$ cat src/rtl/slvwr_pkg.sv
package slvwr_pkg;
  localparam logic [1:0] SEL_MODE   = 2'd0;
  localparam logic [1:0] SEL_POL    = 2'd1;
  localparam logic [1:0] SEL_OVFCLR = 2'd2;

  localparam int MODE_ASYNC_BIT  = 3;
  localparam int MODE_CLKINT_BIT = 7;
  localparam int POL_STRB_BIT    = 0;
endpackage

$ cat src/rtl/slvwr_cfg.sv
module slvwr_cfg
  import slvwr_pkg::*;
(
  input  logic       clk,
  input  logic       rst_n,
  input  logic       cfg_wr_i,
  input  logic [1:0] cfg_sel_i,
  input  logic [7:0] cfg_wdata_i,
  output logic       async_o,
  output logic       clk_int_o,
  output logic       act_high_o,
  output logic       pol_wr_o,
  output logic       ovf_clr_o,
  output logic       ifc_clk_o
);
  logic wr_mode;
  logic async_q, clk_int_q, act_high_q, gen_clk_q;
  logic unused_cfg_bits;

  assign wr_mode   = cfg_wr_i && (cfg_sel_i == SEL_MODE);
  assign pol_wr_o  = cfg_wr_i && (cfg_sel_i == SEL_POL);
  assign ovf_clr_o = cfg_wr_i && (cfg_sel_i == SEL_OVFCLR);
  assign unused_cfg_bits = ^{cfg_wdata_i[6:4], cfg_wdata_i[2:1]};

  always_ff @(posedge clk or negedge rst_n) begin
    if (!rst_n) begin
      async_q    <= 1'b0;
      clk_int_q  <= 1'b0;
      act_high_q <= 1'b0;
    end else begin
      if (wr_mode) begin
        async_q   <= cfg_wdata_i[MODE_ASYNC_BIT];
        clk_int_q <= cfg_wdata_i[MODE_CLKINT_BIT];
      end
      if (pol_wr_o) act_high_q <= cfg_wdata_i[POL_STRB_BIT];
    end
  end

  // divided clock, parked low when the pin is an input
  always_ff @(posedge clk or negedge rst_n) begin
    if (!rst_n)         gen_clk_q <= 1'b0;
    else if (clk_int_q) gen_clk_q <= ~gen_clk_q;
    else                gen_clk_q <= 1'b0;
  end

  assign async_o    = async_q;
  assign clk_int_o  = clk_int_q;
  assign act_high_o = act_high_q;
  assign ifc_clk_o  = gen_clk_q;


  clk_park_chk: assert property (@(posedge clk) disable iff (!rst_n)
    !clk_int_o |=> !ifc_clk_o);

  clk_toggle_chk: assert property (@(posedge clk) disable iff (!rst_n)
    ifc_clk_o |=> !ifc_clk_o);
endmodule

$ cat src/rtl/slvwr_strobe.sv
module slvwr_strobe #(
  parameter int DW          = 8,
  parameter int SYNC_STAGES = 2
) (
  input  logic          clk,
  input  logic          rst_n,
  input  logic          async_i,
  input  logic          act_high_i,
  input  logic          pol_wr_i,
  input  logic          strb_i,
  input  logic [DW-1:0] data_i,
  output logic          push_o,
  output logic [DW-1:0] push_data_o
);
  localparam int HIST = SYNC_STAGES + 1;

  logic                           act_now;
  logic [HIST-1:0]                act_q;
  logic [SYNC_STAGES-1:0][DW-1:0] dat_q;
  logic                           release_evt;

  // normalise to "strobe asserted" before crossing
  assign act_now = act_high_i ? strb_i : ~strb_i;

  always_ff @(posedge clk or negedge rst_n) begin
    if (!rst_n)        act_q <= '0;
    else if (pol_wr_i) act_q <= '0;
    else               act_q <= {act_q[HIST-2:0], act_now};
  end

  always_ff @(posedge clk or negedge rst_n) begin
    if (!rst_n) begin
      dat_q <= '0;
    end else begin
      dat_q[0] <= data_i;
      for (int k = 1; k < SYNC_STAGES; k++) dat_q[k] <= dat_q[k-1];
    end
  end

  assign release_evt = act_q[HIST-1] & ~act_q[HIST-2];

  assign push_o      = async_i ? release_evt : (act_now & ~pol_wr_i);
  assign push_data_o = async_i ? dat_q[SYNC_STAGES-1] : data_i;


  rel_single_chk: assert property (@(posedge clk) disable iff (!rst_n)
    (async_i && push_o) |=> !(async_i && push_o));

  pol_flush_chk: assert property (@(posedge clk) disable iff (!rst_n)
    pol_wr_i |=> (act_q == '0));
endmodule

$ cat src/rtl/slvwr_fifo.sv
module slvwr_fifo #(
  parameter int DW    = 8,
  parameter int DEPTH = 16
) (
  input  logic          clk,
  input  logic          rst_n,
  input  logic          push_i,
  input  logic [DW-1:0] push_data_i,
  input  logic          pop_i,
  input  logic          ovf_clr_i,
  output logic [DW-1:0] pop_data_o,
  output logic          pop_vld_o,
  output logic          empty_n_o,
  output logic          full_n_o,
  output logic          ovf_o
);
  localparam int AW = (DEPTH > 1) ? $clog2(DEPTH) : 1;
  localparam int CW = $clog2(DEPTH + 1);

  logic [DW-1:0] mem_q [DEPTH];
  logic [AW-1:0] wptr_q, rptr_q;
  logic [CW-1:0] cnt_q;
  logic          full, empty, do_push, do_pop;

  function automatic logic [AW-1:0] ptr_next(input logic [AW-1:0] p);
    return (p == AW'(DEPTH - 1)) ? '0 : p + 1'b1;
  endfunction

  assign full    = (cnt_q == CW'(DEPTH));
  assign empty   = (cnt_q == '0);
  assign do_push = push_i & ~full;
  assign do_pop  = pop_i & ~empty;

  always_ff @(posedge clk) begin
    if (do_push) mem_q[wptr_q] <= push_data_i;
  end

  always_ff @(posedge clk or negedge rst_n) begin
    if (!rst_n) begin
      wptr_q     <= '0;
      rptr_q     <= '0;
      cnt_q      <= '0;
      pop_vld_o  <= 1'b0;
      pop_data_o <= '0;
      ovf_o      <= 1'b0;
    end else begin
      if (do_push) wptr_q <= ptr_next(wptr_q);
      if (do_pop) begin
        rptr_q     <= ptr_next(rptr_q);
        pop_data_o <= mem_q[rptr_q];
      end
      pop_vld_o <= do_pop;
      case ({do_push, do_pop})
        2'b10:   cnt_q <= cnt_q + 1'b1;
        2'b01:   cnt_q <= cnt_q - 1'b1;
        default: cnt_q <= cnt_q;
      endcase
      // a fresh overflow outranks a clear in the same cycle
      if (push_i && full) ovf_o <= 1'b1;
      else if (ovf_clr_i) ovf_o <= 1'b0;
    end
  end

  assign empty_n_o = ~empty;
  assign full_n_o  = ~full;


  flag_excl_chk: assert property (@(posedge clk) disable iff (!rst_n)
    empty_n_o || full_n_o);

  cnt_range_chk: assert property (@(posedge clk) disable iff (!rst_n)
    cnt_q <= CW'(DEPTH));

  ovf_set_chk: assert property (@(posedge clk) disable iff (!rst_n)
    (push_i && !full_n_o) |=> ovf_o);

  ovf_drop_chk: assert property (@(posedge clk) disable iff (!rst_n)
    (push_i && !full_n_o && !pop_i) |=> !full_n_o);

  empty_pop_chk: assert property (@(posedge clk) disable iff (!rst_n)
    (pop_i && !empty_n_o && !push_i) |=> (!pop_vld_o && !empty_n_o));

  pushpop_cnt_chk: assert property (@(posedge clk) disable iff (!rst_n)
    (push_i && pop_i && full_n_o && empty_n_o) |=> $stable(cnt_q));
endmodule

$ cat src/rtl/slave_fifo_wr.sv
module slave_fifo_wr #(
  parameter int DW          = 8,
  parameter int DEPTH       = 16,
  parameter int SYNC_STAGES = 2
) (
  input  logic          clk,
  input  logic          rst_n,
  input  logic          cfg_wr_i,
  input  logic [1:0]    cfg_sel_i,
  input  logic [7:0]    cfg_wdata_i,
  input  logic          wr_strb_i,
  input  logic [DW-1:0] wr_data_i,
  input  logic          pop_i,
  output logic [DW-1:0] pop_data_o,
  output logic          pop_vld_o,
  output logic          empty_n_o,
  output logic          full_n_o,
  output logic          ovf_o,
  output logic          ifc_clk_o,
  output logic          ifc_clk_oe_o
);
  logic          async_m, clk_int, act_high, pol_wr, ovf_clr;
  logic          push;
  logic [DW-1:0] push_data;

  slvwr_cfg u_cfg (
    .clk         (clk),
    .rst_n       (rst_n),
    .cfg_wr_i    (cfg_wr_i),
    .cfg_sel_i   (cfg_sel_i),
    .cfg_wdata_i (cfg_wdata_i),
    .async_o     (async_m),
    .clk_int_o   (clk_int),
    .act_high_o  (act_high),
    .pol_wr_o    (pol_wr),
    .ovf_clr_o   (ovf_clr),
    .ifc_clk_o   (ifc_clk_o)
  );

  slvwr_strobe #(.DW(DW), .SYNC_STAGES(SYNC_STAGES)) u_strobe (
    .clk         (clk),
    .rst_n       (rst_n),
    .async_i     (async_m),
    .act_high_i  (act_high),
    .pol_wr_i    (pol_wr),
    .strb_i      (wr_strb_i),
    .data_i      (wr_data_i),
    .push_o      (push),
    .push_data_o (push_data)
  );

  slvwr_fifo #(.DW(DW), .DEPTH(DEPTH)) u_fifo (
    .clk         (clk),
    .rst_n       (rst_n),
    .push_i      (push),
    .push_data_i (push_data),
    .pop_i       (pop_i),
    .ovf_clr_i   (ovf_clr),
    .pop_data_o  (pop_data_o),
    .pop_vld_o   (pop_vld_o),
    .empty_n_o   (empty_n_o),
    .full_n_o    (full_n_o),
    .ovf_o       (ovf_o)
  );

  assign ifc_clk_oe_o = clk_int;
endmodule

$ cat config.mk
export PLATFORM = sky130hd
export DESIGN_NAME = slave_fifo_wr
export DESIGN_NICKNAME = d
export VERILOG_FILES = /design/src/rtl/slvwr_pkg.sv /design/src/rtl/slvwr_cfg.sv /design/src/rtl/slvwr_strobe.sv /design/src/rtl/slvwr_fifo.sv /design/src/rtl/slave_fifo_wr.sv
export SDC_FILE = /design/constraint.sdc
export NUM_CORES = 1
export LEC_CHECK = 0
export BUFFER_PORTS_ARGS = -buffer_cell sky130_fd_sc_hd__buf_2
export CAP_MARGIN = 10
export CORE_UTILIZATION = 50
export DETAILED_ROUTE_END_ITERATION = 16
export GPL_TIMING_DRIVEN = 0
export HOLD_SLACK_MARGIN = 0.12
export PLACE_DENSITY = 0.7
export SYNTH_ARGS = -nofsm -noshare
export SYNTH_HDL_FRONTEND = slang
export SYNTH_SLANG_ARGS = --single-unit
$ cat constraint.sdc
create_clock -name clk -period 2.8 [get_ports clk]
set_input_delay 0.56 -clock clk [delete_from_list [all_inputs] [get_ports clk]]
set_output_delay 0.56 -clock clk [all_outputs]
set_load 0.1 [all_outputs]
# Yosys cells after proc, flatten, opt, wreduce, memory -nomap -nowiden
# Memories as Yosys holds them, arrays and structs flattened. A register that Yosys moved wholly into a read port is not among the register bits.
# Index checks and enable logic that the tools add are counted.
# word_totals
memories,1
out_inout_bits,14
reg_bits,38
in_bits,23
wordCells,55
mem_bits_rw,128
# classes
add_sub_neg,4
bitwise,10
eq_ne,7
mux,12
n_reduce_logical,9
# mem_list
memory,words,width,rd,rd_clocked_by_memory_dff,write_ports,line_no,source
u_fifo.mem_q,16,8,1,1,1,slvwr_fifo.sv:20,logic [DW-1:0] mem_q [DEPTH];
# op_table
cell,n
one-hot mux 5 bit (2 select lines),1
"adder 4 x 1 -> 4 bit, second input constant",2
"equality test 4 bit, second input constant",2
2-to-1 mux 4 bit,2
2-to-1 mux 8 bit,1
2-to-1 mux 1 bit,7
NOT 1 bit,6
"adder 5 x 1 -> 5 bit, second input constant",1
"equality test 5 bit, second input constant",1
zero test 5 bit,1
"subtractor 5 x 1 -> 5 bit, second input constant",1
AND 1 bit,4
"equality test 2 x 1 -> 1 bit, second input constant",2
"equality test 2 bit, second input constant",2
logical AND 1 bit,4
nonzero test 2 bit,2
2-to-1 mux 3 bit,1
zero test 2 bit,1
zero test 1 bit,1

# Longest topological paths before layout
# Gate-level depths: netlist (run 1).
# logic_depth
word_depth,8
mapped_depth,12
ltp_nobuf,10

# By module
# A second synthesis (run 1) with hierarchy kept.
# unflattened
hier_cells,415
area_unflattened_um2,6952.9
# modules_own_cells
module,area_per_inst_um2,instances,seq_area_each_um2,cells_per_inst
slvwr_fifo,6128.4,1,4419.2,369
slvwr_strobe,651.9,1,475.5,34
slvwr_cfg,172.7,1,100.1,12

# Worst setup path before layout (run 1)
# No wires, ideal clock.
# synth_path
path_type,reg2reg
from,register u_fifo.cnt_q[0]
to,register u_fifo.cnt_q[4]
arrival_time_ns,3.314
path_stages_with_launch,12
setup_time_ns,0.080
required_time_ns,2.720
period_less_slack_ns,3.394
path_buffers,1
path_slack_ns,-0.594
path_cell_list,dfrtp_1 nor4_1 nand2_1 and2_1 clkbuf_1 inv_1 ha_1 ha_1 a21o_1 a21oi_1 mux2i_1 xnor2_1
# synth_via
elab_chain_len,5
word_cells_on_any_way,12
cone_classes,add/sub (2); eq/ne (3); mux (1); bitwise (4); reduce/logical (2)
# synth_rtl
element,line_no,source
"start, declared",slvwr_fifo.sv:22,logic [CW-1:0] cnt_q;
"start signal, assigned",slvwr_fifo.sv:54,2'b10: cnt_q <= cnt_q + 1'b1;
"start signal, assigned",slvwr_fifo.sv:55,2'b01: cnt_q <= cnt_q - 1'b1;
"start signal, assigned",slvwr_fifo.sv:56,default: cnt_q <= cnt_q;
equality test 5 bit *,slvwr_fifo.sv:29,assign full = (cnt_q == CW'(DEPTH));
NOT 1 bit *,--,
net full_n_o,slave_fifo_wr.sv:17,"output logic full_n_o,"
AND 1 bit *,slvwr_fifo.sv:31,assign do_push = push_i & ~full;
equality test 2 x 1 -> 1 bit / equality test 2 bit (equally long branches),slvwr_fifo.sv:53,"case ({do_push, do_pop})"
one-hot mux 5 bit (2 select lines) / nonzero test 2 bit (equally long branches),--,
# Mark *: on every way through the listed nets, which the timed path passes. The rest lies on a longest branch.
# A chain may end at the register's enable or synchronous reset.

# Worst setup path in the final report (run 1)
# layout_path
from,register u_fifo.cnt_q[3]
to,register u_fifo.cnt_q[4]
# layout_via
elab_chain_len,5
word_cells_on_any_way,12
cone_classes,add/sub (2); eq/ne (3); mux (1); bitwise (4); reduce/logical (2)
# layout_rtl
element,line_no,source
zero test 5 bit *,slvwr_fifo.sv:30,assign empty = (cnt_q == '0);
NOT 1 bit *,slvwr_fifo.sv:32,assign do_pop = pop_i & ~empty;
AND 1 bit *,slvwr_fifo.sv:32,
net u_fifo.do_pop,slvwr_fifo.sv:23,"logic full, empty, do_push, do_pop;"
equality test 2 x 1 -> 1 bit / equality test 2 bit (equally long branches),slvwr_fifo.sv:53,
one-hot mux 5 bit (2 select lines) / nonzero test 2 bit (equally long branches),--,
# Marked as above.

==> flow_summary.yaml, run 1 <==
status:
  status: "complete, no violations"
place:
  place.gp.congestion: 0.816
  dp_cells: 567
  port_buffers: 31
  hpwl_um: 8330
floorplanning:
  core.rowCount: 42
  die_w_um: 120
  start_util: 0.518
  die_area_um2: 14300
  ios: 37
  die_h_um: 120
  placeableCoreArea_um2: 13400
setup_path:
  start_kind: "flip-flop"
  crit_path_max_fanout: 11
  reg2reg_from: "u_fifo.cnt_q[3]"
  cp.arrival_ns: 3.09
  reg2reg_to: "u_fifo.cnt_q[4]"
  r2r.worst_path.cells: 9
  crit_family: "adder cells"
  required_ns: 3.15
  critPathBufInv: 1
  worstPathCellList: "or4_4, o21a_1, buf_6, ha_4, fa_2, a21o_1, a21oi_2, mux2i_1, xnor2_1"
  path_class: "flip-flop to flip-flop"
  critPathCaptureType: "flip-flop"
  ff2ff_setup_slack_ns: 0.07
  slowest_stage: "or4_4"
  cpPeakStageDelay_ns: 0.53
synth:
  synth_area_per_cell_um2: 19.3
  synth_ff_type: "edfxtp_1"
  synth-seq-cells: 174
  synth_cells: 360
  seq_area_frac_synth: 0.720
  ys_warn_count: 0
  async_flop_share: 0.264
  synthDistinctLibCells: 45
  synth_edf_count: 128
  syn_nets: 393
  syn-cell-area_um2: 6940
detailed_routing:
  drc: 0
  num_vias: 3430
  drt_iter0_drc: 224
  wirelength_um: 12900
  wl_per_cell_um: 21.3
  firstDrtPassIters: 5
  antenna_left: 0
  routed_via_density: 5.68
power:
  p_leak_nw: 2.91
  p_per_area_nw_per_um2: 1070
  peakVddDrop_uv: 538
finish:
  final_nets: 448
  n_antenna_cell: 0
  fillers: 979
  final-seq-area_um2: 5000
  syn2layout_area_growth_pct: 15.8
  multi_input_area_um2: 1860
  utilization: 0.599
  instances_no_fill: 604
  drive_gt1_frac: 0.299
global_route:
  grt_use_total: 0.200
  antenna_found_initial: 0
  grt_pass1_wl_um: 20400
  grt_max_degree: 47
  grt_pass1_vias: 3567
  gr-total-overflow: 0
timing:
  slew_violations: 0
  hold_viol_final: 0
  period_needed_ns: 2.73
  max-slew-margin-rel: 0.510
  tightestPinTransition_ns: 0.735
  skew_ns: 0.0141
  finalCritPeriodShare: 0.976
  max_freq_mhz: 366
  setup_viol: 0
min_path:
  worstHoldPathCells: 1
  min_path_type: "input port to flip-flop"
  holdCritStartpoint: "wr_data_i[7]"
  min_to: "u_strobe.dat_q[7]"
run:
  drv_cap: 0
cts:
  clk_latency_ns: 0.43
  cts_made_buffers: 17
  clockBufferDepth: 2
  cts_num_sinks: 174
  h-tree-depth: 4
  clockRootBuffer: "clkbuf_16"
  path_clk_slew_ns: 0.06
  cts_tree: "built"
[final cells by class]
class	count	share of cell area
clock inverter	10	0.0171
multi-input combinational	164	0.232
inverter	3	0.00140
sequential	174	0.622
clock buffer	22	0.0590
tap	176	0.0274
buffer	19	0.0153
timing repair buffer	36	0.0259
[metal layers]
layer / wire length [µm] / global-route usage
met2: 6710 / 0.321
met1: 5500 / 0.269
met3: 603 / 0.0447
met5: 0 / 0
met4: 53 / 0.0727
[Yosys cell counts, types with 2 or more instances]
cell type  count  share of area
mux4_1        13          0.049
nand2_1        9         0.0049
buf_6          2         0.0032
mux2_4         2         0.0043
o22ai_1       16          0.014
ha_1           9          0.016
edfxtp_1     128           0.55
xnor2_1        5         0.0063
nand3b_1       3         0.0032
mux4_2        19          0.062
a32o_1         2         0.0029
nand2b_1       2         0.0018
inv_1          3         0.0016
xor2_1         2         0.0025
buf_1          2         0.0011
and4_1         4         0.0050
dfrtp_1       46           0.17
and4b_1        2         0.0029
and4bb_2       2         0.0036
clkbuf_1       8         0.0043
nor2_1         4         0.0022
nand3_1        3         0.0022
and3_1         8         0.0072
mux2_2        19          0.031
and2_1         3         0.0027
a21o_1         2         0.0022
o21ai_0        5         0.0036
buf_2          6         0.0043
a31oi_1        2         0.0018
nor2b_1        4         0.0036
a21oi_1       11         0.0079
[report_power, final]
group          internal, mW  switching (mW)  leakage (nW)
clock network          1.47           0.939         0.296
registers              3.17           0.209          1.69
logic                  1.11            1.69         0.922
[cells by family after synthesis]
group,after synthesis,share of synthesized area
AO/OA/AOI/OAI,42,0.0399
XOR/XNOR,7,0.00884
adder cells (fa/ha/maj),10,0.0191
buffers and inverters,22,0.0175
flip-flops,174,0.720
multiplexers,54,0.148
AND/OR/NAND/NOR,51,0.0471
[worst max path at each step]
stage,from,to,slack [ns],cells after the start
after floorplan,cfg_wr_i,u_fifo.cnt_q[4],0.01,11
after global placement,cfg_wr_i,u_fifo.cnt_q[4],-0.31,12
after detailed placement,cfg_wr_i,u_fifo.cnt_q[4],-0.38,12
after CTS,u_fifo.cnt_q[3],u_fifo.cnt_q[4],0.004,9
after global routing,u_fifo.cnt_q[3],u_fifo.cnt_q[4],-0.0004,9
final,u_fifo.cnt_q[3],u_fifo.cnt_q[4],0.07,9
[what timing repair did]
item	CTS	global route
pin swaps	0	2
setup buffers	2	1
setup endpoints to repair	1	2
gates cloned	0	0
resized for setup	4	5
hold buffers	0	1
endpoints found under the hold margin	0	8
[layout by cell type (no fill, tap or decap), drive strengths merged, types with 9 or more instances in the layout]
cell	count
a21oi	11
ha	9
edfxtp	128
nand2	9
clkbuf	30
o22ai	16
buf	46
mux4	32
mux2	21
dfrtp	46
[stage by stage]
stage / total power, mW / area, µm² / TNS, ns / worst slack, ns / hold slack, ns
after CTS: 8.64 / 7980 / 0 / 0.00439 / 0.233
after global routing: 8.98 / 8030 / -0.000363 / -0.000363 / 0.241
final: 8.58 / 8030 / 0 / 0.0669 / 0.257
after floorplan: 5.54 / 6970 / 0 / 0.00987 / 0.264
after detailed placement: 6.19 / 7340 / -0.612 / -0.379 / 0.338
after global placement: 6.10 / 7340 / -0.439 / -0.310 / 0.332
[state kept, by name, indices dropped and copies added (netlist names), 3 cells and up]
name and cells:
u_strobe.act_q 3, u_fifo.pop_data_o 8, u_fifo.cnt_q 5, u_fifo.wptr_q 4
u_strobe.dat_q 16, u_fifo.mem_q 128, u_fifo.rptr_q 4
No activity file was read; power rests on OpenSTA's default activity.
==> run 2, diff against run 1 <==
Settings changed: ABC_AREA set to 1.
==> flow_summary.yaml, run 2 <==
setup_path:
  required_ns: 3.17
  ff2ff_setup_slack_ns: 0.31
  cp.arrival_ns: 2.86
  critPathCaptureType: "flip-flop"
  slowest_stage: "fa_1"
  cpPeakStageDelay_ns: 0.47
  start_kind: "flip-flop"
  crit_path_max_fanout: 11
  path_class: "flip-flop to flip-flop"
  worstPathCellList: "nor2_2, nand3_4, nand2_4, inv_2, buf_6, ha_2, fa_1, a21oi_1, nor2_1, nor2_1, xor2_1, nand2_1, nand2_1"
cts:
  cts_made_buffers: 17
  cts_setup_buffers: 0
  clk_latency_ns: 0.43
  path_clk_slew_ns: 0.07
  cts_tree: "built"
  h-tree-depth: 4
  hold_buffers: 0
  cts_num_sinks: 174
  clockRootBuffer: "clkbuf_16"
  clockBufferDepth: 2
  post_cts_resized: 0
run:
  drv_cap: 0
detailed_routing:
  drt_iter0_drc: 493
  antenna_left: 0
  wirelength_um: 17000
  drc: 2
  num_vias: 5150
  routed_via_density: 5.23
  wl_per_cell_um: 17.3
  firstDrtPassIters: 13
synth:
  synthAdderAreaFrac: 0.0176
  ys_warn_count: 0
  seq_area_frac_synth: 0.663
  synth_top_family_by_area: "simple AND/OR/NAND/NOR gates"
  async_flop_share: 0.264
  synthDistinctLibCells: 29
  synthTopCellsByCount: "nand2_1 (221), edfxtp_1 (128), nand3_1 (104)"
  yosys-mux-area-fraction: 0.0135
  syn_nets: 761
  synth_edf_count: 128
  synth_area_per_cell_um2: 10.3
  synth_xor_xnor_area_share: 0.00581
  syn-cell-area_um2: 7530
  yosys.area.top_type_share: 0.510
  yosysTopAreaCell: "edfxtp_1"
  synth_ff_type: "edfxtp_1"
  synth_simple_gate_area_frac: 0.201
  synth_cells: 728
  synth-compound-area-share: 0.0144
  synth-seq-cells: 174
  synth.area.top_cells: "edfxtp_1 (51%), dfrtp_1 (15%), nand2_1 (11%)"
  yosysMostFrequentCell: "nand2_1"
timing:
  hold_viol_final: 0
  period_needed_ns: 2.49
  slew_violations: 0
  finalCritPeriodShare: 0.888
  skew_ns: 0.0106
  grt_setup_unrepaired: "false"
  fin_tns_setup_ns: 0
  timing.hold.ws_ns: 0.247
  setup_viol: 0
  tightestPinTransition_ns: 1.18
  max-slew-margin-rel: 0.210
  max_freq_mhz: 402
finish:
  multi_input_area_um2: 1930
  syn2layout_area_growth_pct: 13.7
  drive_gt1_frac: 0.189
  final_nets: 820
  final_common_cell: "nand2_1"
  top_register: "u_fifo.mem_q"
  utilization: 0.585
  final_cell_mix: "nand2_1 (221), edfxtp_1 (128), nand3_1 (103), inv_1 (73), buf_2 (53)"
  final-seq-area_um2: 4990
  biggestRegsByFlops: "u_fifo.mem_q x128, u_strobe.dat_q x16, u_fifo.pop_data_o x8"
  fillers: 1217
  largest_reg_flops: 128
  n_antenna_cell: 0
power:
  power.switching_mw: 3.66
  p_leak_nw: 3.80
  clockPowerShare: 0.248
  p_per_area_nw_per_um2: 1050
  switching_share: 0.407
  pwr-share-comb: 0.383
  p_int_mw: 5.34
  peakVddDrop_uv: 598
  seqPwrFrac: 0.369
place:
  place.gp.congestion: 0.883
  port_buffers: 31
  hpwl_um: 11500
status:
  status: "finished, violations left"
  violations: "DRC"
global_route:
  grt_use_total: 0.236
  grt_max_degree: 47
  gr-total-overflow: 0
  antenna_found_initial: 0
  grt_pass1_vias: 4965
  grt_pass1_wl_um: 26800
floorplanning:
  die_w_um: 125
  die_area_um2: 15600
  placeableCoreArea_um2: 14600
  start_util: 0.514
  die_h_um: 125
  ios: 37
  core.rowCount: 44
min_path:
  min_path_type: "input port to flip-flop"
run 2: final cells by class:
class,count,share of cell area
inverters,122,0.0535
clock inverters,11,0.0126
clock buffers,21,0.0526
multi-input cells,402,0.226
well taps,184,0.0269
plain buffers,30,0.0209
flip-flops and latches,174,0.583
repair buffers,40,0.0246
run 2: power by group through the flow:
stage	combinational, mW	clock (mW)	sequential (mW)
final	3.45	2.24	3.32
after global routing	3.77	2.37	3.35
after CTS	3.42	2.27	3.32
after detailed placement	3.39	0	3.36
after global placement	3.32	0	3.35
after floorplan	1.99	0	3.82
run 2: cells by family after synthesis:
family / after synthesis
and+or+nand+nor: 359
muxes: 9
buffers and inverters: 152
DFF: 174
adders and majority gates: 10
xor gates and xnor gates: 5
AOI/OAI and AO/OA: 19
run 2: metrics by stage:
step	power (mW)	setup WS, ns	instances	cell area, µm²
6_report	9.00	0.313	984	8560
5_1_grt	9.49	0.0455	984	8560
2_1_floorplan	5.81	0.0682	728	7550
3_5_place_dp	6.76	0.0266	946	7950
3_3_place_gp	6.67	-0.130	943	7930
4_1_cts	9.00	0.0795	978	8510
run 2: routing by layer:
layer | global-route usage | part of all wire | vias to the layer above
met4 | 0.0835 | 0.017 | 0
met1 | 0.337 | 0.45 | 2474
li1 | - | - | 2473
met2 | 0.360 | 0.46 | 181
met5 | 0 | 0 | -
met3 | 0.0468 | 0.068 | 22
run 2: worst max-delay path: cells and delay by family, from the launching register on:
kind | cells | cell delay, ns
DFF | 1 | 0.44
and+or+nand+nor | 7 | 0.72
xor gates and xnor gates | 1 | 0.15
adders and majority gates | 2 | 0.71
AOI/OAI and AO/OA | 1 | 0.15
buffers and inverters | 2 | 0.25
run 2: final timing paths:
path | start | to | cells past startpoint
min in group asynchronous | rst_n | u_fifo.rptr_q[1] | 1
min | wr_data_i[3] | u_strobe.dat_q[3] | 1
max reg2reg | u_fifo.cnt_q[0] | u_fifo.cnt_q[4] | 13
max in group asynchronous | rst_n | u_strobe.dat_q[6] | 1
max | u_fifo.cnt_q[0] | u_fifo.cnt_q[4] | 13
min reg2reg | u_strobe.dat_q[0] | u_strobe.dat_q[8] | 0
==> run 3, diff against run 2 <==
Settings changed: REMOVE_ABC_BUFFERS set to 1.
==> flow_summary.yaml, run 3 (same netlist as run 2, synthesis figures left out) <==
power:
  p_int_mw: 5.25
  p_leak_nw: 3.70
  seqPwrFrac: 0.395
  pwr-share-comb: 0.350
  power.switching_mw: 3.55
  total_power_mw: 8.80
  peakVddDrop_uv: 678
  p_per_area_nw_per_um2: 1040
  switching_share: 0.404
  clockPowerShare: 0.254
timing:
  slew_violations: 0
  postLayoutSetupSlackWorst_ns: 0.279
  max_freq_mhz: 397
  grt_setup_unrepaired: "false"
  period_needed_ns: 2.52
  hold_viol_final: 0
  tightestPinTransition_ns: 1.18
  max-slew-margin-rel: 0.211
  skew_ns: 0.00867
  finalCritPeriodShare: 0.900
  setup_viol: 0
detailed_routing:
  drt_iter0_drc: 582
  routed_via_density: 5.20
  firstDrtPassIters: 5
  num_vias: 4959
  wl_per_cell_um: 16.6
  wirelength_um: 15800
  antenna_left: 0
  drc: 0
finish:
  biggestRegsByFlops: "u_fifo.mem_q x128, u_strobe.dat_q x16, u_fifo.pop_data_o x8"
  fillers: 1210
  instances_no_fill: 954
  final_nets: 790
  final_cell_mix: "nand2_1 (221), edfxtp_1 (128), nand3_1 (104), inv_1 (73), inv_2 (45)"
  n_antenna_cell: 0
  drive_gt1_frac: 0.165
  final_common_cell: "nand2_1"
  syn2layout_area_growth_pct: 11.8
  largest_reg_flops: 128
  top_register: "u_fifo.mem_q"
  final-seq-area_um2: 5000
  multi_input_area_um2: 1920
  utilization: 0.575
run:
  drv_cap: 0
global_route:
  gr-total-overflow: 0
  antenna_found_initial: 0
  grt_use_total: 0.219
  grt_pass1_vias: 5042
  grt_pass1_wl_um: 25500
  grt_max_degree: 67
setup_path:
  crit_start: "u_fifo.rptr_q[0]"
  crit_cells: 9
  critPathBufInv: 2
  start_kind: "flip-flop"
  worstPathCellList: "buf_12, inv_2, nand2_1, nand3_1, nand3_1, nand3_1, nand2_1, nand2_1, nand2_1"
  cp.arrival_ns: 2.84
  cpPeakStageDelay_ns: 0.87
  crit_family: "buffers and inverters"
  required_ns: 3.12
  ff2ff_setup_slack_ns: 0.28
  r2r.worst_path.cells: 9
  worst_path_most_repeated_cell: "nand2_1"
  slowest_stage: "inv_2"
  crit_path_max_fanout: 66
  reg2reg_to: "u_fifo.pop_data_o[1]"
  reg2reg_from: "u_fifo.rptr_q[0]"
  critPathCaptureType: "flip-flop"
  path_class: "flip-flop to flip-flop"
  cp-endpoint: "u_fifo.pop_data_o[1]"
cts:
  clockBufferDepth: 2
  h-tree-depth: 4
  cts_setup_buffers: 0
  cts_num_sinks: 174
  clockRootBuffer: "clkbuf_16"
  hold_buffers: 0
  clk_latency_ns: 0.42
  cts_made_buffers: 17
  path_clk_slew_ns: 0.07
  cts_tree: "built"
floorplanning:
  placeableCoreArea_um2: 14600
  die_w_um: 125
  start_util: 0.514
  core.rowCount: 44
  ios: 37
  die_h_um: 125
  die_area_um2: 15600
place:
  place_ws_ns: -0.203
  port_buffers: 31
  place.gp.congestion: 0.833
  hpwl_um: 9790
  dp_cells: 917
status:
  status: "complete, no violations"
min_path:
  min_path_type: "input port to flip-flop"
-- run 3: repair_timing --
item                       4_1_cts  5_1_grt
setup endpoints to repair        8       10
pin swaps                        0        0
gates resized for setup          1        4
-- run 3: layout make-up --
cell class              instances  area share
flip-flops and latches        174       0.593
inverters                     122      0.0544
repair buffers                 40      0.0291
well taps                     184      0.0273
clock inverters                12     0.00951
clock buffers                  20      0.0581
multi-input cells             402       0.228
-- run 3: routing by layer --
| layer | vias to the layer above | track usage | routed length [µm] |
|---|---|---|---|
| li1 | 2404 | - | - |
| met3 | 21 | 0.0515 | 1130 |
| met5 | - | 0 | 0 |
| met4 | 0 | 0.0973 | 403 |
| met1 | 2350 | 0.283 | 6720 |
| met2 | 184 | 0.352 | 7600 |
-- run 3: worst min path at each step --
stage | slack (ns) | startpoint | cells past startpoint | endpoint
after floorplan | 0.26 | rst_n | 0 | u_cfg.act_high_o
after global placement | 0.34 | u_strobe.dat_q[4] | 0 | u_strobe.dat_q[12]
after detailed placement | 0.34 | u_strobe.dat_q[7] | 0 | u_strobe.dat_q[15]
after CTS | 0.24 | wr_data_i[3] | 1 | u_strobe.dat_q[3]
after global routing | 0.24 | wr_data_i[1] | 1 | u_strobe.dat_q[1]
final | 0.26 | wr_data_i[3] | 1 | u_strobe.dat_q[3]
-- run 3: through the flow --
stage               hold WS (ns)  TNS (ns)  area, µm²
floorplan                  0.264     -1.17       7350
global placement           0.335    -14.81       7740
CTS                        0.243         0       8360
detailed placement         0.339     -3.83       7780
finish                     0.256         0       8420
global route               0.243         0       8420
-- run 3: power by group through the flow --
stage	clock [mW]	sequential (mW)	combinational [mW]
3_3_place_gp	0	3.64	2.73
3_5_place_dp	0	3.55	2.95
4_1_cts	2.27	3.50	2.97
5_1_grt	2.37	3.51	3.38
2_1_floorplan	0	4.01	1.60
6_report	2.24	3.48	3.08
-- run 3: worst register-to-register path, stage by stage, from the launching register on --
cell     delay [ns]
dfrtp_2        0.54
buf_12         0.25
inv_2          0.88
nand2_1        0.15
nand3_1        0.15
nand3_1        0.14
nand3_1        0.11
nand2_1        0.08
nand2_1        0.06
nand2_1        0.05
